--- src/rtl/lbc_pkg.sv ---
package lbc_pkg;

  localparam int MEM_W = 13;

  typedef enum logic [2:0] {
    ST_IDLE,
    ST_PREP,
    ST_DIV,
    ST_WAIT,
    ST_CHECK
  } lbc_state_t;

  // kind: 0 luma, 1 chroma, 2 alpha
  function automatic logic [MEM_W-1:0] mem_words(input logic [1:0] cfg, input logic [1:0] kind);
    logic [MEM_W-1:0] w;
    case (cfg)
      2'd1: w = (kind == 2'd2) ? MEM_W'(984) : MEM_W'(816);
      2'd2: w = (kind == 2'd2) ? MEM_W'(1312) : MEM_W'(1088);
      2'd3: w = (kind == 2'd0) ? MEM_W'(4448) : (kind == 2'd1) ? MEM_W'(1904) : MEM_W'(2752);
      default: w = MEM_W'(2752);
    endcase
    return w;
  endfunction

endpackage

--- src/rtl/lbc_linesize.sv ---
module lbc_linesize #(
  parameter int WID_W = 14,
  parameter int DIV_W = 13
) (
  input  logic [WID_W-1:0] vp_w,
  input  logic [WID_W-1:0] vpc_w,
  input  logic [WID_W-1:0] out_w,
  input  logic [1:0]       depth,
  output logic [DIV_W-1:0] words_y,
  output logic [DIV_W-1:0] words_c,
  output logic [DIV_W-1:0] words_a
);
  localparam int PROD_W = WID_W + 4;

  logic [WID_W-1:0]  len_y, len_c;
  logic [3:0]        bpc;
  logic [PROD_W-1:0] prod_y, prod_c;
  logic [WID_W:0]    alen;

  always_comb begin
    len_y = (vp_w < out_w) ? vp_w : out_w;
    len_c = (vpc_w < out_w) ? vpc_w : out_w;
    if (len_y == '0) len_y = WID_W'(1);
    if (len_c == '0) len_c = WID_W'(1);
    case (depth)
      2'd0: bpc = 4'd10;
      2'd1: bpc = 4'd8;
      2'd2: bpc = 4'd6;
      default: bpc = 4'd12;
    endcase
    prod_y = PROD_W'(len_y) * PROD_W'(bpc) + PROD_W'(71);
    prod_c = PROD_W'(len_c) * PROD_W'(bpc) + PROD_W'(71);
    alen   = (WID_W+1)'(len_y) + (WID_W+1)'(5);
    words_y = DIV_W'(prod_y / PROD_W'(72));
    words_c = DIV_W'(prod_c / PROD_W'(72));
    words_a = DIV_W'(alen / (WID_W+1)'(6));
  end
endmodule

--- src/rtl/lbc_divider.sv ---
module lbc_divider #(
  parameter int W = 13
) (
  input  logic         clk,
  input  logic         rst,
  input  logic         start,
  input  logic [W-1:0] dividend,
  input  logic [W-1:0] divisor,
  output logic [W-1:0] quotient,
  output logic [W-1:0] remainder,
  output logic         done
);
  localparam int CNT_W = $clog2(W) + 1;
  localparam int PW    = 2 * W;

  logic [W-1:0]     dvd_q, dsr_q;
  logic [CNT_W-1:0] cnt;
  logic             run;
  logic [W:0]       partial;
  logic             take;

  always_comb begin
    partial = {remainder, quotient[W-1]};
    take    = partial >= {1'b0, dsr_q};
  end

  always_ff @(posedge clk) begin
    if (rst) begin
      quotient  <= '0;
      remainder <= '0;
      dvd_q     <= '0;
      dsr_q     <= '0;
      cnt       <= '0;
      run       <= 1'b0;
      done      <= 1'b0;
    end else begin
      done <= 1'b0;
      if (start) begin
        quotient  <= dividend;
        remainder <= '0;
        dvd_q     <= dividend;
        dsr_q     <= divisor;
        cnt       <= '0;
        run       <= 1'b1;
      end else if (run) begin
        remainder <= take ? W'(partial - {1'b0, dsr_q}) : partial[W-1:0];
        quotient  <= {quotient[W-2:0], take};
        cnt       <= cnt + 1'b1;
        if (cnt == CNT_W'(W-1)) begin
          run  <= 1'b0;
          done <= 1'b1;
        end
      end
    end
  end


  div_exact_chk: assert property (@(posedge clk) disable iff (rst)
    done |-> (PW'(quotient) * PW'(dsr_q) + PW'(remainder) == PW'(dvd_q)) && (remainder < dsr_q));

endmodule

--- src/rtl/lbuf_cfg_search.sv ---
module lbuf_cfg_search
  import lbc_pkg::*;
#(
  parameter int WID_W    = 14,
  parameter int TAP_W    = 4,
  parameter int DIV_W    = 13,
  parameter int PART_W   = 7,
  parameter int PART_MAX = 64
) (
  input  logic              clk,
  input  logic              rst,
  input  logic              start,
  input  logic              force_max,
  input  logic [WID_W-1:0]  vp_width,
  input  logic [WID_W-1:0]  vpc_width,
  input  logic [WID_W-1:0]  out_width,
  input  logic [1:0]        depth_code,
  input  logic              alpha_en,
  input  logic              is_420,
  input  logic [TAP_W-1:0]  vtaps_y,
  input  logic [TAP_W-1:0]  vtaps_c,
  input  logic [TAP_W-1:0]  ratio_y,
  input  logic [TAP_W-1:0]  ratio_c,
  output logic              busy,
  output logic              done,
  output logic [1:0]        cfg_sel,
  output logic [PART_W-1:0] parts_y,
  output logic [PART_W-1:0] parts_c,
  output logic              cfg_err
);
  localparam int CMP_W = ((PART_W > TAP_W) ? PART_W : TAP_W) + 2;

  lbc_state_t       st;
  logic [WID_W-1:0] vp_q, vpc_q, ow_q;
  logic [1:0]       depth_q;
  logic             alpha_q, f420_q;
  logic [TAP_W-1:0] ty_q, tc_q, ry_q, rc_q;
  logic [DIV_W-1:0] wy_c, wc_c, wa_c, wy_q, wc_q, wa_q;
  logic [1:0]       cfg_q, kind_q;
  logic [DIV_W-1:0] qy, qc, qa;
  logic             div_start, div_done;
  logic [DIV_W-1:0] div_num, div_den, div_quo, div_rem;
  logic [DIV_W-1:0] eff_y;
  logic [PART_W-1:0] cl_y, cl_c;
  logic             ok_y, ok_c, ok_all;
  logic [1:0]       cfg_next;

  function automatic logic fits(input logic [PART_W-1:0] p, input logic [TAP_W-1:0] t,
                                input logic [TAP_W-1:0] r);
    logic [CMP_W-1:0] pe, te, re;
    pe = CMP_W'(p);
    te = CMP_W'(t);
    re = CMP_W'(r);
    if (re > CMP_W'(2)) return (te + re) <= (pe + CMP_W'(2));
    else                return te <= pe;
  endfunction

  function automatic logic [PART_W-1:0] clamp(input logic [DIV_W-1:0] v);
    return (v > DIV_W'(PART_MAX)) ? PART_W'(PART_MAX) : PART_W'(v);
  endfunction

  lbc_linesize #(.WID_W(WID_W), .DIV_W(DIV_W)) i_linesize (
    .vp_w(vp_q), .vpc_w(vpc_q), .out_w(ow_q), .depth(depth_q),
    .words_y(wy_c), .words_c(wc_c), .words_a(wa_c)
  );

  always_comb begin
    div_start = (st == ST_DIV);
    div_num   = DIV_W'(mem_words(cfg_q, kind_q));
    case (kind_q)
      2'd0:    div_den = wy_q;
      2'd1:    div_den = wc_q;
      default: div_den = wa_q;
    endcase
  end

  lbc_divider #(.W(DIV_W)) i_divider (
    .clk(clk), .rst(rst), .start(div_start), .dividend(div_num), .divisor(div_den),
    .quotient(div_quo), .remainder(div_rem), .done(div_done)
  );

  always_comb begin
    eff_y  = (alpha_q && (qa < qy)) ? qa : qy;
    cl_y   = clamp(eff_y);
    cl_c   = clamp(qc);
    ok_y   = fits(cl_y, ty_q, ry_q);
    ok_c   = fits(cl_c, tc_q, rc_q);
    ok_all = ok_y && ok_c;
    case (cfg_q)
      2'd1:    cfg_next = 2'd2;
      2'd2:    cfg_next = f420_q ? 2'd3 : 2'd0;
      default: cfg_next = 2'd0;
    endcase
  end

  always_ff @(posedge clk) begin
    if (rst) begin
      st <= ST_IDLE;
      {vp_q, vpc_q, ow_q} <= '0;
      depth_q <= '0;
      alpha_q <= 1'b0;
      f420_q  <= 1'b0;
      {ty_q, tc_q, ry_q, rc_q} <= '0;
      {wy_q, wc_q, wa_q} <= '0;
      cfg_q   <= '0;
      kind_q  <= '0;
      {qy, qc, qa} <= '0;
      busy    <= 1'b0;
      done    <= 1'b0;
      cfg_sel <= '0;
      parts_y <= '0;
      parts_c <= '0;
      cfg_err <= 1'b0;
    end else begin
      done <= 1'b0;
      case (st)
        ST_IDLE: begin
          if (start && force_max) begin
            done    <= 1'b1;
            cfg_sel <= 2'd0;
            parts_y <= '0;
            parts_c <= '0;
            cfg_err <= 1'b0;
          end else if (start) begin
            vp_q    <= vp_width;
            vpc_q   <= vpc_width;
            ow_q    <= out_width;
            depth_q <= depth_code;
            alpha_q <= alpha_en;
            f420_q  <= is_420;
            ty_q    <= vtaps_y;
            tc_q    <= vtaps_c;
            ry_q    <= ratio_y;
            rc_q    <= ratio_c;
            cfg_q   <= 2'd1;
            kind_q  <= 2'd0;
            qa      <= '0;
            busy    <= 1'b1;
            st      <= ST_PREP;
          end
        end
        ST_PREP: begin
          wy_q <= wy_c;
          wc_q <= wc_c;
          wa_q <= wa_c;
          st   <= ST_DIV;
        end
        ST_DIV: st <= ST_WAIT;
        ST_WAIT: begin
          if (div_done) begin
            case (kind_q)
              2'd0: begin qy <= div_quo; kind_q <= 2'd1; st <= ST_DIV; end
              2'd1: begin
                qc <= div_quo;
                if (alpha_q) begin kind_q <= 2'd2; st <= ST_DIV; end
                else st <= ST_CHECK;
              end
              default: begin qa <= div_quo; st <= ST_CHECK; end
            endcase
          end
        end
        ST_CHECK: begin
          if (ok_all || (cfg_q == 2'd0)) begin
            cfg_sel <= cfg_q;
            parts_y <= cl_y;
            parts_c <= cl_c;
            cfg_err <= !ok_all;
            done    <= 1'b1;
            busy    <= 1'b0;
            st      <= ST_IDLE;
          end else begin
            cfg_q  <= cfg_next;
            kind_q <= 2'd0;
            st     <= ST_DIV;
          end
        end
        default: st <= ST_IDLE;
      endcase
    end
  end


  done_pulse_chk: assert property (@(posedge clk) disable iff (rst) done |=> !done);

  busy_fall_chk: assert property (@(posedge clk) disable iff (rst) $fell(busy) |-> done);

  done_idle_chk: assert property (@(posedge clk) disable iff (rst) done |-> !busy);

  part_clamp_chk: assert property (@(posedge clk) disable iff (rst)
    done |-> (parts_y <= PART_W'(PART_MAX)) && (parts_c <= PART_W'(PART_MAX)));

  err_cfg_chk: assert property (@(posedge clk) disable iff (rst) cfg_err |-> (cfg_sel == 2'd0));

  no_cfg3_chk: assert property (@(posedge clk) disable iff (rst)
    (done && busy == 1'b0 && $past(busy) && !f420_q) |-> (cfg_sel != 2'd3));

endmodule

--- config.mk ---
export PLATFORM = sky130hd
export DESIGN_NAME = lbuf_cfg_search
export DESIGN_NICKNAME = d
export VERILOG_FILES = /design/src/rtl/lbc_pkg.sv /design/src/rtl/lbc_linesize.sv /design/src/rtl/lbc_divider.sv /design/src/rtl/lbuf_cfg_search.sv
export SDC_FILE = /design/constraint.sdc
export NUM_CORES = 1
export LEC_CHECK = 0
export ABC_AREA = 0
export BUFFER_PORTS_ARGS = -buffer_cell sky130_fd_sc_hd__buf_2
export CAP_MARGIN = 15
export CORE_MARGIN = 4
export CORE_UTILIZATION = 35
export DETAILED_ROUTE_END_ITERATION = 7
export GPL_ROUTABILITY_DRIVEN = 0
export SYNTH_ARGS = -nofsm -noshare
export SYNTH_HDL_FRONTEND = slang
export SYNTH_SLANG_ARGS = --single-unit
--- constraint.sdc ---
create_clock -name clk -period 12.7 [get_ports clk]
set_input_delay 0.635 -clock clk [delete_from_list [all_inputs] [get_ports clk]]
set_output_delay 0.635 -clock clk [all_outputs]
set_load 0.02 [all_outputs]
==> flow_summary_export.csv, run 1 <==
group,metric,value,unit
outcome,run_status,"finished, violations left",
outcome,violations_in_the_final_reports,"setup timing",
floorplanning,fp.dieW,271,um
clocking,tritoncts,"built",
sta,finalMaxSlewViolations,0,
detailed_routing,drt-total-wl,81800,um
final_layout,fill_cells,6499,
clocking,cts-root-buf,"sky130_fd_sc_hd__clkbuf_16",
detailed_routing,antenna_violating_nets_post_route,0,
worst_setup_path,cp_common_cell,"sky130_fd_sc_hd__buf_4",
final_layout,mostFrequentLayoutCell,"sky130_fd_sc_hd__buf_4",
sta,min_period,13.15,ns
synthesis,ys_top_cells_by_area,"sky130_fd_sc_hd__dfxtp_1 17%, sky130_fd_sc_hd__ha_1 9.0%, sky130_fd_sc_hd__nand2_1 7.0%",
detailed_routing,via_per_inst,5.44,
synthesis,library_cell_with_the_largest_summed_area_after_synthesis,"sky130_fd_sc_hd__dfxtp_1",
placed_design,place.detailed.hpwl,61500,um
global_routing,first_global_vias,26400,
synthesis,ys_async_sr_fraction,0,%
sta,hold_viol,0,
worst_setup_path,cp_data_required_time,13.15,ns
final_layout,commonest_cells_after_routing_fill_and_taps_aside,"820 x sky130_fd_sc_hd__buf_4, 445 x sky130_fd_sc_hd__nand2_1, 260 x sky130_fd_sc_hd__a21oi_1",
floorplanning,pin_count,85,
sta,postLayoutSetupSlackWorst,-0.451,ns
detailed_routing,dr.first_iter.drc_count,1709,
sta,rsz0062_at_grt,"true",
global_routing,congestion_overflow_gr,0,
final_layout,drive_gt1_share,36.7,%
synthesis,synth_ff_type,"sky130_fd_sc_hd__dfxtp_1",
floorplanning,num_rows,96,
detailed_routing,post_detailed_route_drc_marker_count,0,
min_path,worstHoldPathCells,3,
synthesis,post-synth-top-area-fraction,17.3,%
placed_design,placement.cell_area,31200,um^2
floorplanning,floorplan.initialDensity,35.3,%
worst_setup_path,cp_max_delay_cell,"sky130_fd_sc_hd__or4_4",
worst_setup_path,crit_path_start_kind,"register",
final_layout,areaGrowthSynthToFinish,43.8,%
final_layout,final_cell_area,34900,um^2
final_layout,antenna_cells_inserted,0,
detailed_routing,vias,27100,
clocking,cts_stage_hold_buffer_count,0,
sta,slew_headroom,27.2,%
floorplanning,floorplan.core_area,68700,um^2
synthesis,postSynthRegisterBits,210,
sta,fmax,76.0,MHz
placed_design,post-place-ws,-0.900,ns
worst_setup_path,setup.worst_path.end_class,"register",
placed_design,portBuffers,84,
floorplanning,die_area,73600,um^2
sta,fin_crit_sh,104,%
final_layout,final_net_count,4303,
worst_setup_path,crit_fanout,6,
global_routing,grt.total_usage,20.9,%
clocking,cts_num_sinks,210,
sta,number_of_endpoints_failing_setup_at_the_final_stage,5,
synthesis,syn_area_per_cell,7.56,um^2
synthesis,syn-instance-count,3212,
sta,timing.hold.ws,0.313,ns
clocking,clock_insertion_delay_worst_skew,0.56,ns
synthesis,synth_fp_nets,3483,
global_routing,grt_first_pass_wirelength,132000,um
synthesis,synth_warnings,0,
clocking,ctsHtreeMaxLevel,1,
detailed_routing,wl_per_cell,16.4,um
global_routing,grt_max_degree,91,
worst_setup_path,ff2ff_path_depth,66,
worst_setup_path,cpPeakStageDelay,0.57,ns
clocking,register_clock_pin_slew_on_the_reported_worst_setup_and_hold_paths,0.06,ns
detailed_routing,detailedRoute.firstPassIterationCount,5,
worst_setup_path,criticalPathCategory,"reg2reg",
sta,fin_skew,0.0149,ns
clocking,cts_max_path_buffers,3,
synthesis,synth_edf_count,0,
flow_run,number_of_max_capacitance_violations_reported,0,
clocking,clock_buffer_count_from_cts,25,
synthesis,synthesis.area,24300,um^2
synthesis,synth_cell_types,151,
sta,tightestPinTransition,1.09,ns
synthesis,synth_seq_area_share,17.3,%
worst_setup_path,worst-endpoint-arrival,13.60,ns
floorplanning,die_h,271,um
min_path,hold_class,"in2reg",
global_routing,number_of_antenna_violations_at_the_first_check_in_global_routing,1,
Yosys cell counts, types with 12 or more instances:
| library cell | n |
|---|---|
| sky130_fd_sc_hd__a21oi_1 | 280 |
| sky130_fd_sc_hd__fa_1 | 31 |
| sky130_fd_sc_hd__and2_1 | 26 |
| sky130_fd_sc_hd__nand4_1 | 34 |
| sky130_fd_sc_hd__buf_2 | 16 |
| sky130_fd_sc_hd__o21ai_0 | 125 |
| sky130_fd_sc_hd__a21o_1 | 50 |
| sky130_fd_sc_hd__and3_1 | 20 |
| sky130_fd_sc_hd__or2_2 | 26 |
| sky130_fd_sc_hd__o211ai_1 | 51 |
| sky130_fd_sc_hd__or3_1 | 23 |
| sky130_fd_sc_hd__nor2b_1 | 43 |
| sky130_fd_sc_hd__clkbuf_1 | 102 |
| sky130_fd_sc_hd__xor2_1 | 38 |
| sky130_fd_sc_hd__mux2i_1 | 71 |
| sky130_fd_sc_hd__inv_1 | 144 |
| sky130_fd_sc_hd__nor4_1 | 24 |
| sky130_fd_sc_hd__nor2_1 | 266 |
| sky130_fd_sc_hd__a211o_1 | 16 |
| sky130_fd_sc_hd__nand2b_1 | 61 |
| sky130_fd_sc_hd__o31ai_1 | 18 |
| sky130_fd_sc_hd__o21a_1 | 26 |
| sky130_fd_sc_hd__nand3_1 | 103 |
| sky130_fd_sc_hd__ha_1 | 174 |
| sky130_fd_sc_hd__xnor2_1 | 73 |
| sky130_fd_sc_hd__nand2_1 | 452 |
| sky130_fd_sc_hd__a211oi_1 | 81 |
| sky130_fd_sc_hd__o21ai_1 | 40 |
| sky130_fd_sc_hd__nor3_1 | 68 |
| sky130_fd_sc_hd__o21bai_1 | 13 |
| sky130_fd_sc_hd__a31oi_1 | 32 |
| sky130_fd_sc_hd__and4_1 | 12 |
| sky130_fd_sc_hd__mux2_2 | 24 |
| sky130_fd_sc_hd__dfxtp_1 | 210 |
| sky130_fd_sc_hd__o211a_1 | 19 |
layer usage:
layer	GRT usage, %	vias up	wire length, um
met5	0	-	13
met1	26.6	12800	36000
met3	2.52	161	3550
met2	37.4	624	39900
li1	-	13500	-
met4	5.28	2	2370
logic make-up (layout without fill, tap and decap cells):
logic type      count (synthesis)  after routing  share of synthesized area [%]
xor+xnor                      122            122                           4.79
compound gates               1017           1018                           30.7
flops                         210            210                           17.3
simple gates                 1261           1262                           25.9
mux                            99             99                           4.31
buf+inv                       294           1130                           5.21
fa+ha+maj                     209            209                           11.7
registers in the layout, summed over array words and instances, names as in the netlist, 12 cells and up:
| signal | cells |
|---|---|
| wy_q | 12 |
| i_divider.dsr_q | 13 |
| ow_q | 14 |
| i_divider.quotient | 13 |
| wa_q | 13 |
| qy | 13 |
| vpc_q | 14 |
| wc_q | 12 |
| vp_q | 14 |
| qc | 13 |
| i_divider.remainder | 13 |
| qa | 13 |
path summary, 6_finish.rpt:
| path | startpoint | endpoint | slack (ns) |
|---|---|---|---|
| max | vpc_q[1]$_SDFFE_PP0P_ | wc_q[1]$_SDFFE_PP0N_ | -0.45 |
| min | out_width[4] | ow_q[4]$_SDFFE_PP0P_ | 0.31 |
| max reg2reg | vpc_q[1]$_SDFFE_PP0P_ | wc_q[1]$_SDFFE_PP0N_ | -0.45 |
| min reg2reg | parts_y[2]$_SDFFE_PP0P_ | parts_y[2]$_SDFFE_PP0P_ | 0.45 |
layout make-up:
| class | count | area, um^2 | area share, % |
|---|---|---|---|
| Timing Repair Buffer | 940 | 7050 | 20.2 |
| Tap cell | 931 | 1160 | 3.34 |
| Sequential cell | 210 | 4210 | 12.1 |
| Inverter | 145 | 544 | 1.56 |
| Clock buffer | 32 | 692 | 1.98 |
| Clock inverter | 13 | 175 | 0.502 |
| Multi-Input combinational cell | 2710 | 21100 | 60.4 |
repair_timing:
item / in CTS / in global routing
gates resized for setup: 207 / 158
gates cloned: 3 / 1
setup endpoints to repair: 5 / 7
pin swaps: 149 / 129
buffers inserted: 63 / 45
stage by stage:
| step | util, % | std cells | setup TNS, ns |
|---|---|---|---|
| CTS | 49.0 | 4935 | -0.620 |
| floorplan | - | 3212 | -0.440 |
| global placement | 45.4 | 4824 | -2.09 |
| detailed placement | 45.4 | 4824 | -2.73 |
| finish | 50.8 | 4981 | -1.61 |
| global route | 50.8 | 4981 | -5.35 |
worst max-delay path: cells and delay by family, from the launching register on:
family	cells	cell delay [ns]
buffers and inverters	10	1.30
AOI/OAI and AO/OA	31	6.27
adders and majority gates	6	1.73
DFF	1	0.40
muxes	2	0.54
and+or+nand+nor	17	2.77
Power of run 1 is left out: the tool's default activity adds up to more than one toggle a clock period on the data nets, which glitch-free logic cannot reach.
==> run 2, diff against run 1 <==
Clock period 12.7 ns to 15.5 ns, I/O delays scaled along.
==> flow_summary_export.csv, run 2 (synthesized netlist as in run 1, its figures left out) <==
group,metric,value,unit
outcome,run_status,"finished, final reports clean",
placed_design,place.detailed.hpwl,53900,um
worst_setup_path,critical_path.top_delay_family,"compound AO/OA/AOI/OAI gates",
global_routing,number_of_antenna_violations_at_the_first_check_in_global_routing,1,
final_layout,commonest_cells_after_routing_fill_and_taps_aside,"451 x sky130_fd_sc_hd__nand2_1, 277 x sky130_fd_sc_hd__a21oi_1, 262 x sky130_fd_sc_hd__nor2_1",
global_routing,congestion_overflow_gr,0,
clocking,cts_max_path_buffers,3,
clocking,cts_num_sinks,210,
worst_setup_path,cp_data_required_time,15.97,ns
clocking,tritoncts,"built",
min_path,hold_class,"reg2reg",
floorplanning,num_rows,96,
sta,fmax,68.2,MHz
clocking,clock_insertion_delay_worst_skew,0.55,ns
worst_setup_path,cpPeakStageDelay,0.56,ns
final_layout,post-route-util,39.7,%
placed_design,post-place-cells,4122,
clocking,register_clock_pin_slew_on_the_reported_worst_setup_and_hold_paths,0.06,ns
detailed_routing,detailedRoute.firstPassIterationCount,5,
sta,tightestPinTransition,1.03,ns
sta,min_period,14.66,ns
floorplanning,fp.dieW,271,um
global_routing,grt_first_pass_wirelength,115000,um
worst_setup_path,worst_reg2reg_path_startpoint,"ow_q[1]$_SDFFE_PP0P_",
worst_setup_path,cp_max_delay_cell,"sky130_fd_sc_hd__fa_1",
worst_setup_path,crit_path_start_kind,"register",
detailed_routing,via_per_inst,5.65,
detailed_routing,wl_per_cell,16.7,um
final_layout,stdcell_count,4206,
worst_setup_path,crit_start,"ow_q[1]$_SDFFE_PP0P_",
sta,fin_skew,0.0108,ns
final_layout,drive_gt1_share,15.9,%
sta,finalMaxSlewViolations,0,
worst_setup_path,crit_fanout,15,
floorplanning,die_h,271,um
global_routing,grt.total_usage,18.1,%
sta,fin_crit_sh,94.6,%
floorplanning,die_area,73600,um^2
sta,number_of_endpoints_failing_setup_at_the_final_stage,0,
final_layout,final_net_count,3526,
sta,timing.hold.ws,0.446,ns
floorplanning,floorplan.core_area,68700,um^2
worst_setup_path,worst-endpoint-arrival,15.13,ns
global_routing,grt_max_degree,78,
worst_setup_path,criticalPathCategory,"reg2reg",
min_path,hold_path.startpoint,"parts_y[2]$_SDFFE_PP0P_",
floorplanning,floorplan.initialDensity,35.3,%
final_layout,final_cell_area,27300,um^2
detailed_routing,drt-total-wl,70400,um
final_layout,mostFrequentLayoutCell,"sky130_fd_sc_hd__nand2_1",
worst_setup_path,setup.worst_path.end_class,"register",
detailed_routing,dr.first_iter.drc_count,1679,
placed_design,placement.cell_area,25500,um^2
worst_setup_path,cp_common_cell,"sky130_fd_sc_hd__buf_4",
clocking,clock_buffer_count_from_cts,25,
final_layout,reg.largest.list,"ow_q: 14 flops, vp_q: 14 flops, vpc_q: 14 flops",
global_routing,first_global_vias,22300,
clocking,cts-root-buf,"sky130_fd_sc_hd__clkbuf_16",
final_layout,areaGrowthSynthToFinish,12.5,%
clocking,ctsHtreeMaxLevel,1,
sta,hold_viol,0,
worst_setup_path,cp.buffers_inverters,9,
placed_design,portBuffers,84,
detailed_routing,antenna_violating_nets_post_route,0,
detailed_routing,vias,23800,
sta,slew_headroom,30.9,%
flow_run,number_of_max_capacitance_violations_reported,0,
floorplanning,pin_count,85,
detailed_routing,post_detailed_route_drc_marker_count,0,
## run 2: worst paths after layout
check,endpoint,slack [ns],cells past startpoint
setup / recovery,wc_q[0]$_SDFFE_PP0N_,0.84,67
hold reg to reg,parts_y[2]$_SDFFE_PP0P_,0.45,2
setup reg to reg,wc_q[0]$_SDFFE_PP0N_,0.84,67
hold / removal,parts_y[2]$_SDFFE_PP0P_,0.45,2
## run 2: repair_timing
action	4_1_cts	5_1_grt
gates resized for setup	0	112
endpoints found under the setup margin	0	6
hold buffers	0	0
buffers inserted	0	37
## run 2: worst register-to-register path, delay by kind of cell, from the launching register on
kind            cells  cell delay, ns
compound gates     32            7.13
xor+xnor            1            0.31
fa+ha+maj           6            2.04
buf+inv             9            1.28
flops               1            0.40
mux                 2            0.66
simple gates       17            2.75
## run 2: routing by layer
| metal | global-route usage [%] | vias to the layer above | wire length [um] | part of all wire, % |
|---|---|---|---|---|
| met5 | 0 | - | 0 | 0 |
| met2 | 31.7 | 508 | 33800 | 48 |
| met4 | 3.24 | 0 | 1210 | 1.7 |
| met3 | 1.59 | 88 | 2550 | 3.6 |
| li1 | - | 11900 | - | - |
| met1 | 24.4 | 11200 | 32800 | 47 |
## run 2: through the flow
| stage | setup TNS, ns | worst slack, ns |
|---|---|---|
| 5_1_grt | -0.153 | -0.0620 |
| 6_report | 0 | 0.836 |
| 2_1_floorplan | 0 | 1.85 |
| 3_3_place_gp | 0 | 0.112 |
| 4_1_cts | 0 | 0.0486 |
| 3_5_place_dp | 0 | 0.0962 |
## run 2: final cells by class
class | instances | area (um^2)
Clock buffer | 28 | 657
Clock inverter | 18 | 253
Inverter | 145 | 544
Multi-Input combinational cell | 2708 | 19400
Tap cell | 931 | 1160
Antenna cell | 1 | 2.50
Fill cell | 7171 | 41400
Sequential cell | 210 | 4210
Timing Repair Buffer | 165 | 1060
Power of run 2 is left out for the same reason.
